$ cat config.mk
export PLATFORM = sky130hd
export DESIGN_NAME = kwdt_top
export DESIGN_NICKNAME = d
export VERILOG_FILES = /design/src/rtl/kwdt_pkg.sv /design/src/rtl/kwdt_regs.sv /design/src/rtl/kwdt_prescaler.sv /design/src/rtl/kwdt_counter.sv /design/src/rtl/kwdt_top.sv
export SDC_FILE = /design/constraint.sdc
export NUM_CORES = 1
export LEC_CHECK = 0
export BUFFER_PORTS_ARGS = -buffer_cell sky130_fd_sc_hd__buf_2
export CORE_MARGIN = 5
export CORE_UTILIZATION = 30
export DETAILED_ROUTE_END_ITERATION = 7
export PLACE_DENSITY = 0.43
export SYNTH_ARGS = -nofsm -noshare
export SYNTH_HDL_FRONTEND = slang
export SYNTH_SLANG_ARGS = --single-unit
$ cat constraint.sdc
create_clock -name clk -period 2.8 [get_ports clk]
set_clock_uncertainty 0.15 [all_clocks]
set_input_delay 0 -clock clk [delete_from_list [all_inputs] [get_ports clk]]
set_output_delay 0 -clock clk [all_outputs]
set_load 0.01 [all_outputs]
$ cat src/rtl/kwdt_pkg.sv
package kwdt_pkg;
   localparam logic [7:0] OFS_CFG   = 8'h04;
   localparam logic [7:0] OFS_LOAD  = 8'h08;
   localparam logic [7:0] OFS_REFR  = 8'h18;
   localparam logic [7:0] OFS_START = 8'h1C;

   localparam int NUM_GRP = 3;
   localparam int GRP_INT = 0;
   localparam int GRP_CNT = 1;
   localparam int GRP_CFG = 2;

   localparam logic [1:0] CODE_A = 2'b01;
   localparam logic [1:0] CODE_B = 2'b10;

   localparam logic [15:0] REFR_RST = 16'h0015;
   localparam int          DIV_LSB  = 8;

   typedef struct packed {
      logic commit_cfg;
      logic reload_cnt;
   } kwdt_evt_t;
endpackage

$ cat src/rtl/kwdt_regs.sv
module kwdt_regs
   import kwdt_pkg::*;
#(
   parameter int          ADDR_W  = 8,
   parameter int          DIV_W   = 8,
   parameter int          CNT_W   = 16,
   parameter logic [15:0] KEY     = 16'h1234,
   parameter logic [15:0] CFG_RST = 16'h0F00
) (
   input  logic              clk,
   input  logic              rst_n,
   input  logic [ADDR_W-1:0] bus_addr,
   input  logic              bus_we,
   input  logic [31:0]       bus_wdata,
   output logic [31:0]       bus_rdata,
   output logic [DIV_W-1:0]  cfg_div,
   output logic [CNT_W-1:0]  load_val,
   output logic              run_en,
   output kwdt_evt_t         evt
);
   logic [15:0] cfg_q, load_q, refr_q, start_q;
   logic        wr_ok;
   logic [NUM_GRP-1:0] flip;

   assign wr_ok = bus_we && (bus_wdata[31:16] == KEY);

   always_ff @(posedge clk or negedge rst_n) begin
      if (!rst_n) begin
         cfg_q   <= CFG_RST;
         load_q  <= 16'hFFFF;
         refr_q  <= REFR_RST;
         start_q <= 16'h0000;
      end else if (wr_ok) begin
         case (bus_addr)
            ADDR_W'(OFS_CFG):   cfg_q   <= bus_wdata[15:0];
            ADDR_W'(OFS_LOAD):  load_q  <= bus_wdata[15:0];
            ADDR_W'(OFS_REFR):  refr_q  <= bus_wdata[15:0];
            ADDR_W'(OFS_START): start_q <= bus_wdata[15:0];
            default: ;
         endcase
      end
   end

   // One flip detector per refresh field
   for (genvar g = 0; g < NUM_GRP; g++) begin : g_grp
      logic [1:0] old_c, new_c;
      assign old_c = refr_q[2*g +: 2];
      assign new_c = bus_wdata[2*g +: 2];
      assign flip[g] = wr_ok && (bus_addr == ADDR_W'(OFS_REFR)) &&
                       (((old_c == CODE_A) && (new_c == CODE_B)) ||
                        ((old_c == CODE_B) && (new_c == CODE_A)));

      // an event always leaves the field at a valid code
      p_grp_code_r5: assert property (@(posedge clk) disable iff (!rst_n)
         flip[g] |=> (refr_q[2*g +: 2] == CODE_A || refr_q[2*g +: 2] == CODE_B));
   end

   assign evt.commit_cfg = flip[GRP_CFG];
   assign evt.reload_cnt = flip[GRP_CNT];

   assign cfg_div  = cfg_q[DIV_LSB +: DIV_W];
   assign load_val = load_q[CNT_W-1:0];
   assign run_en   = start_q[0];

   always_comb begin
      case (bus_addr)
         ADDR_W'(OFS_CFG):   bus_rdata = {16'h0000, cfg_q};
         ADDR_W'(OFS_LOAD):  bus_rdata = {16'h0000, load_q};
         ADDR_W'(OFS_REFR):  bus_rdata = {16'h0000, refr_q};
         ADDR_W'(OFS_START): bus_rdata = {16'h0000, start_q};
         default:            bus_rdata = 32'h0;
      endcase
   end

   // a keyless write leaves every register as it was
   p_reject_hold_r1: assert property (@(posedge clk) disable iff (!rst_n)
      (bus_we && bus_wdata[31:16] != KEY) |=>
         ($stable(cfg_q) && $stable(load_q) && $stable(refr_q) && $stable(start_q)));
endmodule

$ cat src/rtl/kwdt_prescaler.sv
module kwdt_prescaler #(
   parameter int               DIV_W   = 8,
   parameter logic [DIV_W-1:0] DIV_RST = 8'd15
) (
   input  logic             clk,
   input  logic             rst_n,
   input  logic             en,
   input  logic             commit,
   input  logic             restart,
   input  logic [DIV_W-1:0] div_next,
   output logic             tick
);
   logic [DIV_W-1:0] div_live, pre_q;

   always_ff @(posedge clk or negedge rst_n) begin
      if (!rst_n)      div_live <= DIV_RST;
      else if (commit) div_live <= div_next;
   end

   always_ff @(posedge clk or negedge rst_n) begin
      if (!rst_n)                           pre_q <= '0;
      else if (!en || commit || restart)    pre_q <= '0;
      else if (pre_q == div_live)           pre_q <= '0;
      else                                  pre_q <= pre_q + 1'b1;
   end

   assign tick = en && (pre_q == div_live);

   // prescale phase never passes the live divisor
   p_pre_bound_r7: assert property (@(posedge clk) disable iff (!rst_n)
      pre_q <= div_live);
endmodule

$ cat src/rtl/kwdt_counter.sv
module kwdt_counter #(
   parameter int               CNT_W   = 16,
   parameter logic [CNT_W-1:0] CNT_RST = '1
) (
   input  logic             clk,
   input  logic             rst_n,
   input  logic             en,
   input  logic             tick,
   input  logic             reload,
   input  logic [CNT_W-1:0] load_val,
   output logic             expire
);
   logic [CNT_W-1:0] cnt_q, rel_q;
   logic             last;

   assign last = (cnt_q <= CNT_W'(1));

   always_ff @(posedge clk or negedge rst_n) begin
      if (!rst_n) begin
         cnt_q  <= CNT_RST;
         rel_q  <= CNT_RST;
         expire <= 1'b0;
      end else begin
         expire <= 1'b0;
         if (reload) begin
            rel_q <= load_val;
            cnt_q <= load_val;
         end else if (tick) begin
            if (last) begin
               cnt_q  <= rel_q;
               expire <= 1'b1;
            end else begin
               cnt_q <= cnt_q - 1'b1;
            end
         end
      end
   end

   // a stopped timer holds its count
   p_freeze_r9: assert property (@(posedge clk) disable iff (!rst_n)
      (!en && !reload) |=> $stable(cnt_q));
   // expiry only while enabled, and the count restarts from the committed value
   p_expire_en_r8: assert property (@(posedge clk) disable iff (!rst_n)
      expire |-> $past(en));
   p_expire_src_r8: assert property (@(posedge clk) disable iff (!rst_n)
      expire |-> (cnt_q == rel_q));
endmodule

$ cat src/rtl/kwdt_top.sv
module kwdt_top
   import kwdt_pkg::*;
#(
   parameter int          ADDR_W      = 8,
   parameter int          DIV_W       = 8,
   parameter int          CNT_W       = 16,
   parameter int          DEF_DIVISOR = 16,
   parameter logic [15:0] KEY         = 16'h1234
) (
   input  logic              clk,
   input  logic              rst_n,
   input  logic [ADDR_W-1:0] bus_addr,
   input  logic              bus_we,
   input  logic [31:0]       bus_wdata,
   output logic [31:0]       bus_rdata,
   output logic              wdt_rst
);
   localparam logic [DIV_W-1:0] DIV_RST = DIV_W'(DEF_DIVISOR - 1);
   localparam logic [15:0]      CFG_RST = 16'(DEF_DIVISOR - 1) << DIV_LSB;

   if (ADDR_W < 5) begin : g_bad_addr
      $error("ADDR_W must reach offset 0x1C");
   end
   if (DIV_W < 1 || DIV_W > 8) begin : g_bad_div
      $error("DIV_W must be 1..8");
   end
   if (CNT_W < 2 || CNT_W > 16) begin : g_bad_cnt
      $error("CNT_W must be 2..16");
   end
   if (DEF_DIVISOR < 1 || DEF_DIVISOR > (1 << DIV_W)) begin : g_bad_def
      $error("DEF_DIVISOR out of range");
   end

   logic [DIV_W-1:0] cfg_div;
   logic [CNT_W-1:0] load_val;
   logic             run_en, tick;
   kwdt_evt_t        evt;

   kwdt_regs #(
      .ADDR_W(ADDR_W), .DIV_W(DIV_W), .CNT_W(CNT_W), .KEY(KEY), .CFG_RST(CFG_RST)
   ) u_regs (
      .clk(clk), .rst_n(rst_n), .bus_addr(bus_addr), .bus_we(bus_we),
      .bus_wdata(bus_wdata), .bus_rdata(bus_rdata), .cfg_div(cfg_div),
      .load_val(load_val), .run_en(run_en), .evt(evt)
   );

   kwdt_prescaler #(.DIV_W(DIV_W), .DIV_RST(DIV_RST)) u_pre (
      .clk(clk), .rst_n(rst_n), .en(run_en), .commit(evt.commit_cfg),
      .restart(evt.reload_cnt), .div_next(cfg_div), .tick(tick)
   );

   kwdt_counter #(.CNT_W(CNT_W), .CNT_RST('1)) u_cnt (
      .clk(clk), .rst_n(rst_n), .en(run_en), .tick(tick),
      .reload(evt.reload_cnt), .load_val(load_val), .expire(wdt_rst)
   );
endmodule

* Word level (Yosys, flattened, before mapping) *
Cells that the tools add are included.
W data, S select, Z words.

storage, ports and cells
  input bits = 43
  logic and storage cells = 54
  register bits = 113

cells by class
  mux-type cells = 9
  $add $sub $neg = 2
  reductions and logical operators = 19
  equal/unequal tests = 14
  order comparisons = 1

operator list
  cell                     number
  $pmux W16 S4             1
  $mux W16                 3
  $eq A16 B13 Y1 const B   1
  $eq A8 B5 Y1 const B     2
  $le A16 B1 Y1 const B    1
  $mux W8                  2
  $sub A16 B1 Y16 const B  1
  $logic_and A1 B1 Y1      9
  $add A8 B1 Y8 const B    1
  $eq A2 B1 Y1 const B     4
  $eq A2 B2 Y1 const B     4
  $eq A8 B3 Y1 const B     1
  $eq A8 B4 Y1 const B     1
  $eq A8 B8 Y1             1
  $reduce_and A2 Y1        4
  $logic_or A1 B1 Y1       4
  $mux W1                  3
  $reduce_bool A2 Y1       1
  $logic_not A1 Y1         1

* Depth between registers and ports, before layout *
  depth after elaboration = 7
  depth in mapped cells = 8
  depth with buffers taken out = 7

* Modules after synthesis *
From an unflattened synthesis, not the netlist that was laid out.

unflattened totals
  cells, all modules = 489
  area, all modules = 5984.5 um2

by module, submodules not included
  module          instances  cells an instance  area an instance (um2)
  kwdt_regs       1          241                3298.2
  kwdt_counter    1          187                1930.6
  kwdt_prescaler  1          61                 755.7

* Worst setup path before layout *
No wires, ideal clock.

  path type = flip-flop to flip-flop
  start point = reg u_cnt.cnt_q[12]
  end point = reg u_cnt.cnt_q[10]
  period minus slack after synthesis = 2.201 ns
  arrival = 1.979 ns
  buffers on the path = 1
  stages on the path, launching flop included = 7
  library setup time = 0.072 ns
  path slack = 0.599 ns
  cell sequence = dfstp_2 > or4_4 > or4_4 > buf_6 > mux2i_1 > a41oi_1 > o21ai_1

between the ends
  longest elaborated chain between the ends = 4

ends and longest elaborated chain
  element                 line                text
  from (decl)             kwdt_counter.sv:13  logic [CNT_W-1:0] cnt_q, rel_q;
  from (signal assigned)  kwdt_counter.sv:27  cnt_q <= load_val;
  from (signal assigned)  kwdt_counter.sv:30  cnt_q <= rel_q;
  from (signal assigned)  kwdt_counter.sv:33  cnt_q <= cnt_q - 1'b1;
  $le A16 B1 Y1           kwdt_counter.sv:16  assign last = (cnt_q <= CNT_W'(1));
  $mux W16                kwdt_counter.sv:29  if (last) begin
  $mux W16                kwdt_counter.sv:28  end else if (tick) begin
  $mux W16                kwdt_counter.sv:25  if (reload) begin

No other way between the ends. The select of a mux whose other input is x is not followed.
A chain may end at the register's enable or synchronous reset.

* Worst setup path in the final report *
  start point = reg u_cnt.cnt_q[12]
  end point = reg u_cnt.cnt_q[7]

Same word-level chain as after synthesis.

==> flow_metrics.py <==
metrics = {
    "yosys": {
        "synthDominantCellAreaShare_pct": 26.9,
        "ys_ff_latch": 113,
        "synthArstFlopShare_pct": 100,
        "yosysMostFrequentCell": "sky130_fd_sc_hd__nand2_1",
        "synthXorXnorAreaFrac_pct": 3.04,
        "syn_area_um2": 5750,
        "post_synth_mux_area_share_pct": 15.1,
        "synth.distinct_cells": 57,
        "compound_gate_fraction_of_synth_area_pct": 9.35,
        "post_synth.cell_area_avg_um2": 11.1,
        "synth_cells": 517,
        "synth-edff-count": 0,
        "synth-simple-area-share_pct": 16.9,
        "post_synth_most_frequent_cells": "76 x sky130_fd_sc_hd__nand2_1, 72 x sky130_fd_sc_hd__mux2_2, 59 x sky130_fd_sc_hd__dfstp_2, 54 x sky130_fd_sc_hd__dfrtp_1, 29 x sky130_fd_sc_hd__nor2_1",
        "dominant_combinational_cell_family_by_area_after_synthesis": "simple AND/OR/NAND/NOR gates",
        "synthTopCellsByArea": "sky130_fd_sc_hd__dfstp_2 27%, sky130_fd_sc_hd__dfrtp_1 23%, sky130_fd_sc_hd__mux2_2 14%",
        "synth_seq_area_share_pct": 50.4,
        "dominantRegCellSynth": "sky130_fd_sc_hd__dfstp_2",
        "synthAdderAreaFrac_pct": 0.652,
        "synth_warnings": 0,
        "leading_area_contributor_after_synthesis": "sky130_fd_sc_hd__dfstp_2",
    },
    "clocking": {
        "clockRootBuffer": "sky130_fd_sc_hd__clkbuf_16",
        "cts_made_buffers": 17,
        "clock_tree.htree_level_count": 4,
        "clk_transition_reported_paths_ns": 0.06,
        "tritoncts": "done",
        "max-clock-path-buffers": 2,
        "cts_setup_buffers": 0,
        "cts.sinks": 113,
        "worstSkewPairLatency_ns": 0.41,
    },
    "power": {
        "power_density_nw_per_um2": 554,
        "swShare_pct": 21.5,
        "power.net_switching_uw": 853,
        "power.internal_uw": 3110,
        "power_frac_seq_pct": 41.3,
        "leakage_uw": 0.00330,
        "power.share.clock_pct": 55.5,
        "comb_power_share_pct": 3.2,
        "power.ir.vdd_worst_uv": 428,
    },
    "global_routing": {
        "number_of_antenna_violations_at_the_first_check_in_global_routing": 0,
        "wire_length_of_the_first_global_routing_pass_mm": 25.0,
        "groute.usage.overall_pct": 14.5,
        "vias_in_the_first_global_route": 4391,
        "grt_start_max_net_pins": 51,
        "gr-total-overflow": 0,
    },
    "setup_path": {
        "rrSetupSlack_ns": 0.46,
        "crit_chain": "or4_4 > or4_4 > nor2_4 > a311oi_1 > a21oi_1",
        "critPathRequiredTime_ns": 2.98,
        "total_number_of_cells_along_the_worst_setup_path": 5,
        "arr_time_crit_path_ns": 2.52,
        "worstReg2RegEnd": "u_cnt.cnt_q[7]$_DFFE_PN1P_",
        "crit_path_most_repeated_cell": "sky130_fd_sc_hd__or4_4",
        "critical_path.startpoint_type": "flop",
        "critical-path-top-delay-family": "simple AND/OR/NAND/NOR gates",
        "timing.setup.critical_path_class": "reg2reg",
        "cp.buffers_inverters": 0,
        "end_kind": "flop",
        "number_of_cells_traversed_by_the_worst_register_to_register_path": 5,
        "worstPathMaxFanout": 10,
        "cp_slowest_stage_delay_ns": 0.64,
        "worst_r2r_startpoint": "u_cnt.cnt_q[12]$_DFFE_PN1P_",
        "slowest_stage": "sky130_fd_sc_hd__or4_4",
    },
    "flow_run": {
        "max-cap-violations": 0,
    },
    "sta": {
        "finalHoldViolCount": 0,
        "post-route-worst-setup-slack_ns": 0.461,
        "post-route-min-period_ns": 2.34,
        "worst_slew_pin_slew_ns": 0.619,
        "grt_setup_unrepaired": "false",
        "finalSetupViolations": 0,
        "final-max-slew-violation-count": 0,
        "final.period_utilization_pct": 83.5,
        "fmaxAchievable_mhz": 427,
        "worst_slew_margin_rel_pct": 58.6,
        "final.setup.tns_ns": 0,
    },
    "detailed_routing": {
        "drt_pass1_iterations": 5,
        "drcViolationCount": 0,
        "detail_route.vias_per_cell": 5.03,
        "drtIter0Drc": 285,
        "detail-route-antenna-nets": 0,
        "drt_wl_total_mm": 15.6,
        "routed_wire_length_per_instance_um": 18.2,
        "total_via_count_in_the_routed_design": 4312,
    },
    "die": {
        "starting_utilization_of_the_core_area_pct": 30.7,
        "io_pins": 76,
        "core-area_um2": 18800,
        "floorplan.die.width_um": 148,
        "die_area_um2": 22000,
        "die_h_um": 148,
        "placementRows": 50,
    },
    "min_path": {
        "worstHoldStart": "bus_wdata[27]",
        "hp-class": "in2reg",
        "min_delay_path_depth": 6,
        "hold_end": "u_cnt.cnt_q[10]$_DFFE_PN1P_",
    },
    "cells_and_area": {
        "num-nets-final": 656,
        "area.growth.synth_to_final_pct": 24.3,
        "post_route_cells_drive_above_1_share_pct": 40.4,
        "diodes": 0,
    },
    "run_status": {
        "result_of_the_run": "finished, final reports clean",
    },
    "placed_design": {
        "pre_cts_ws_ns": 0.433,
        "place_hpwl_mm": 10.4,
        "gpl.final_weighted_congestion": 0.826,
        "port_buffers": 59,
    },
}
-- metal layers --
layer	vias up	global-route usage [%]	part of all wire [%]
li1	2038	-	-
met1	2188	19.9	48
met2	77	23.4	48
met3	9	3.44	3.2
met4	0	3.09	0.60
met5	-	0	0
-- power by group through the flow --
stage | registers (uW) | logic, uW | clock network (uW)
after floorplan | 1660 | 35.0 | 0
after global placement | 1660 | 102 | 0
after detailed placement | 1660 | 105 | 0
after CTS | 1640 | 130 | 2250
after global routing | 1640 | 143 | 2340
final | 1640 | 127 | 2200
-- worst max path at each step --
| stage | to | from | slack, ns |
|---|---|---|---|
| after global routing | u_cnt.rel_q[4]$_DFFE_PN1P_ | u_regs.refr_q[2]$_DFFE_PN1P_ | 0.30 |
| after global placement | u_cnt.rel_q[10]$_DFFE_PN1P_ | u_regs.refr_q[2]$_DFFE_PN1P_ | 0.43 |
| after detailed placement | u_cnt.rel_q[4]$_DFFE_PN1P_ | u_regs.refr_q[2]$_DFFE_PN1P_ | 0.43 |
| after CTS | u_cnt.cnt_q[4]$_DFFE_PN1P_ | u_regs.refr_q[2]$_DFFE_PN1P_ | 0.42 |
| final | u_cnt.cnt_q[7]$_DFFE_PN1P_ | u_cnt.cnt_q[12]$_DFFE_PN1P_ | 0.46 |
| after floorplan | u_cnt.cnt_q[10]$_DFFE_PN1P_ | u_cnt.cnt_q[12]$_DFFE_PN1P_ | 0.60 |
-- registers in the layout (all words and copies together), names as in the netlist --
name             flops
u_regs.start_q      16
u_pre.div_live       8
u_cnt.rel_q         16
u_pre.pre_q          8
u_cnt.cnt_q         16
u_regs.refr_q       16
u_regs.cfg_q        16
u_regs.load_val     16
u_cnt.expire         1
-- layout by cell type (no fill, tap or decap), types with 3 or more instances in the layout --
| cell type | count |
|---|---|
| sky130_fd_sc_hd__dfstp_2 | 59 |
| sky130_fd_sc_hd__and3_1 | 6 |
| sky130_fd_sc_hd__a211o_1 | 7 |
| sky130_fd_sc_hd__bufinv_16 | 3 |
| sky130_fd_sc_hd__ha_1 | 3 |
| sky130_fd_sc_hd__mux2i_1 | 6 |
| sky130_fd_sc_hd__and4_1 | 3 |
| sky130_fd_sc_hd__clkbuf_16 | 17 |
| sky130_fd_sc_hd__a32oi_1 | 4 |
| sky130_fd_sc_hd__buf_4 | 17 |
| sky130_fd_sc_hd__inv_1 | 8 |
| sky130_fd_sc_hd__nor4_1 | 4 |
| sky130_fd_sc_hd__o21ai_0 | 7 |
| sky130_fd_sc_hd__mux2_2 | 72 |
| sky130_fd_sc_hd__and2_1 | 3 |
| sky130_fd_sc_hd__buf_2 | 58 |
| sky130_fd_sc_hd__nand3_1 | 10 |
| sky130_fd_sc_hd__a21oi_1 | 18 |
| sky130_fd_sc_hd__nor4_4 | 3 |
| sky130_fd_sc_hd__o21ai_1 | 6 |
| sky130_fd_sc_hd__nor2_1 | 29 |
| sky130_fd_sc_hd__xnor2_1 | 3 |
| sky130_fd_sc_hd__a222oi_1 | 16 |
| sky130_fd_sc_hd__dfrtp_1 | 54 |
| sky130_fd_sc_hd__nand2_1 | 76 |
| sky130_fd_sc_hd__nor3_1 | 14 |
| sky130_fd_sc_hd__o31ai_1 | 5 |
| sky130_fd_sc_hd__xor2_1 | 17 |
| sky130_fd_sc_hd__nand4_1 | 3 |
| sky130_fd_sc_hd__conb_1 | 16 |
| sky130_fd_sc_hd__nor2b_1 | 4 |
| sky130_fd_sc_hd__clkinv_2 | 4 |
| sky130_fd_sc_hd__or4_1 | 3 |
| sky130_fd_sc_hd__dlygate4sd3_1 | 23 |
-- final cells by class --
class                   instances  area (um^2)
clock buffers                  19          443
clock inverters                13          160
fillers                      1849        11600
inverters                       8         30.0
multi-input cells             371         2660
flip-flops and latches        113         2900
well taps                     234          293
repair buffers                 99          668
-- through the flow --
stage	hold slack [ns]	std cells	utilization, %	power, uW	cell area [um^2]
final	0.0307	857	38.1	3970	7150
after global routing	0.0597	857	38.1	4120	7150
after CTS	0.0255	857	38.1	4020	7150
after detailed placement	-0.124	802	33.7	1770	6320
after global placement	-0.131	802	33.7	1770	6320
after floorplan	-0.446	532	-	1700	5810
-- worst reg2reg max path, stage by stage, from the launching register on --
cell                       delay [ns]
sky130_fd_sc_hd__dfstp_2         0.39
sky130_fd_sc_hd__or4_4           0.57
sky130_fd_sc_hd__or4_4           0.64
sky130_fd_sc_hd__nor2_4          0.21
sky130_fd_sc_hd__a311oi_1        0.12
sky130_fd_sc_hd__a21oi_1         0.19
-- logic make-up (layout without fill, tap and decap cells) --
kind of cell	after synthesis	after routing
adders and majority gates	3	3
buffers and inverters	48	139
muxes	78	78
AOI/OAI and AO/OA	73	73
other	1	16
and+or+nand+nor	181	181
DFF	113	113
xor gates and xnor gates	20	20
-- what timing repair did --
| action | 4_1_cts | 5_1_grt |
|---|---|---|
| hold buffers | 23 | 0 |
| endpoints found under the hold margin | 151 | 0 |
| resized for setup | 0 | 0 |
| endpoints found under the setup margin | 0 | 0 |
(Power assumes the default switching activity.)
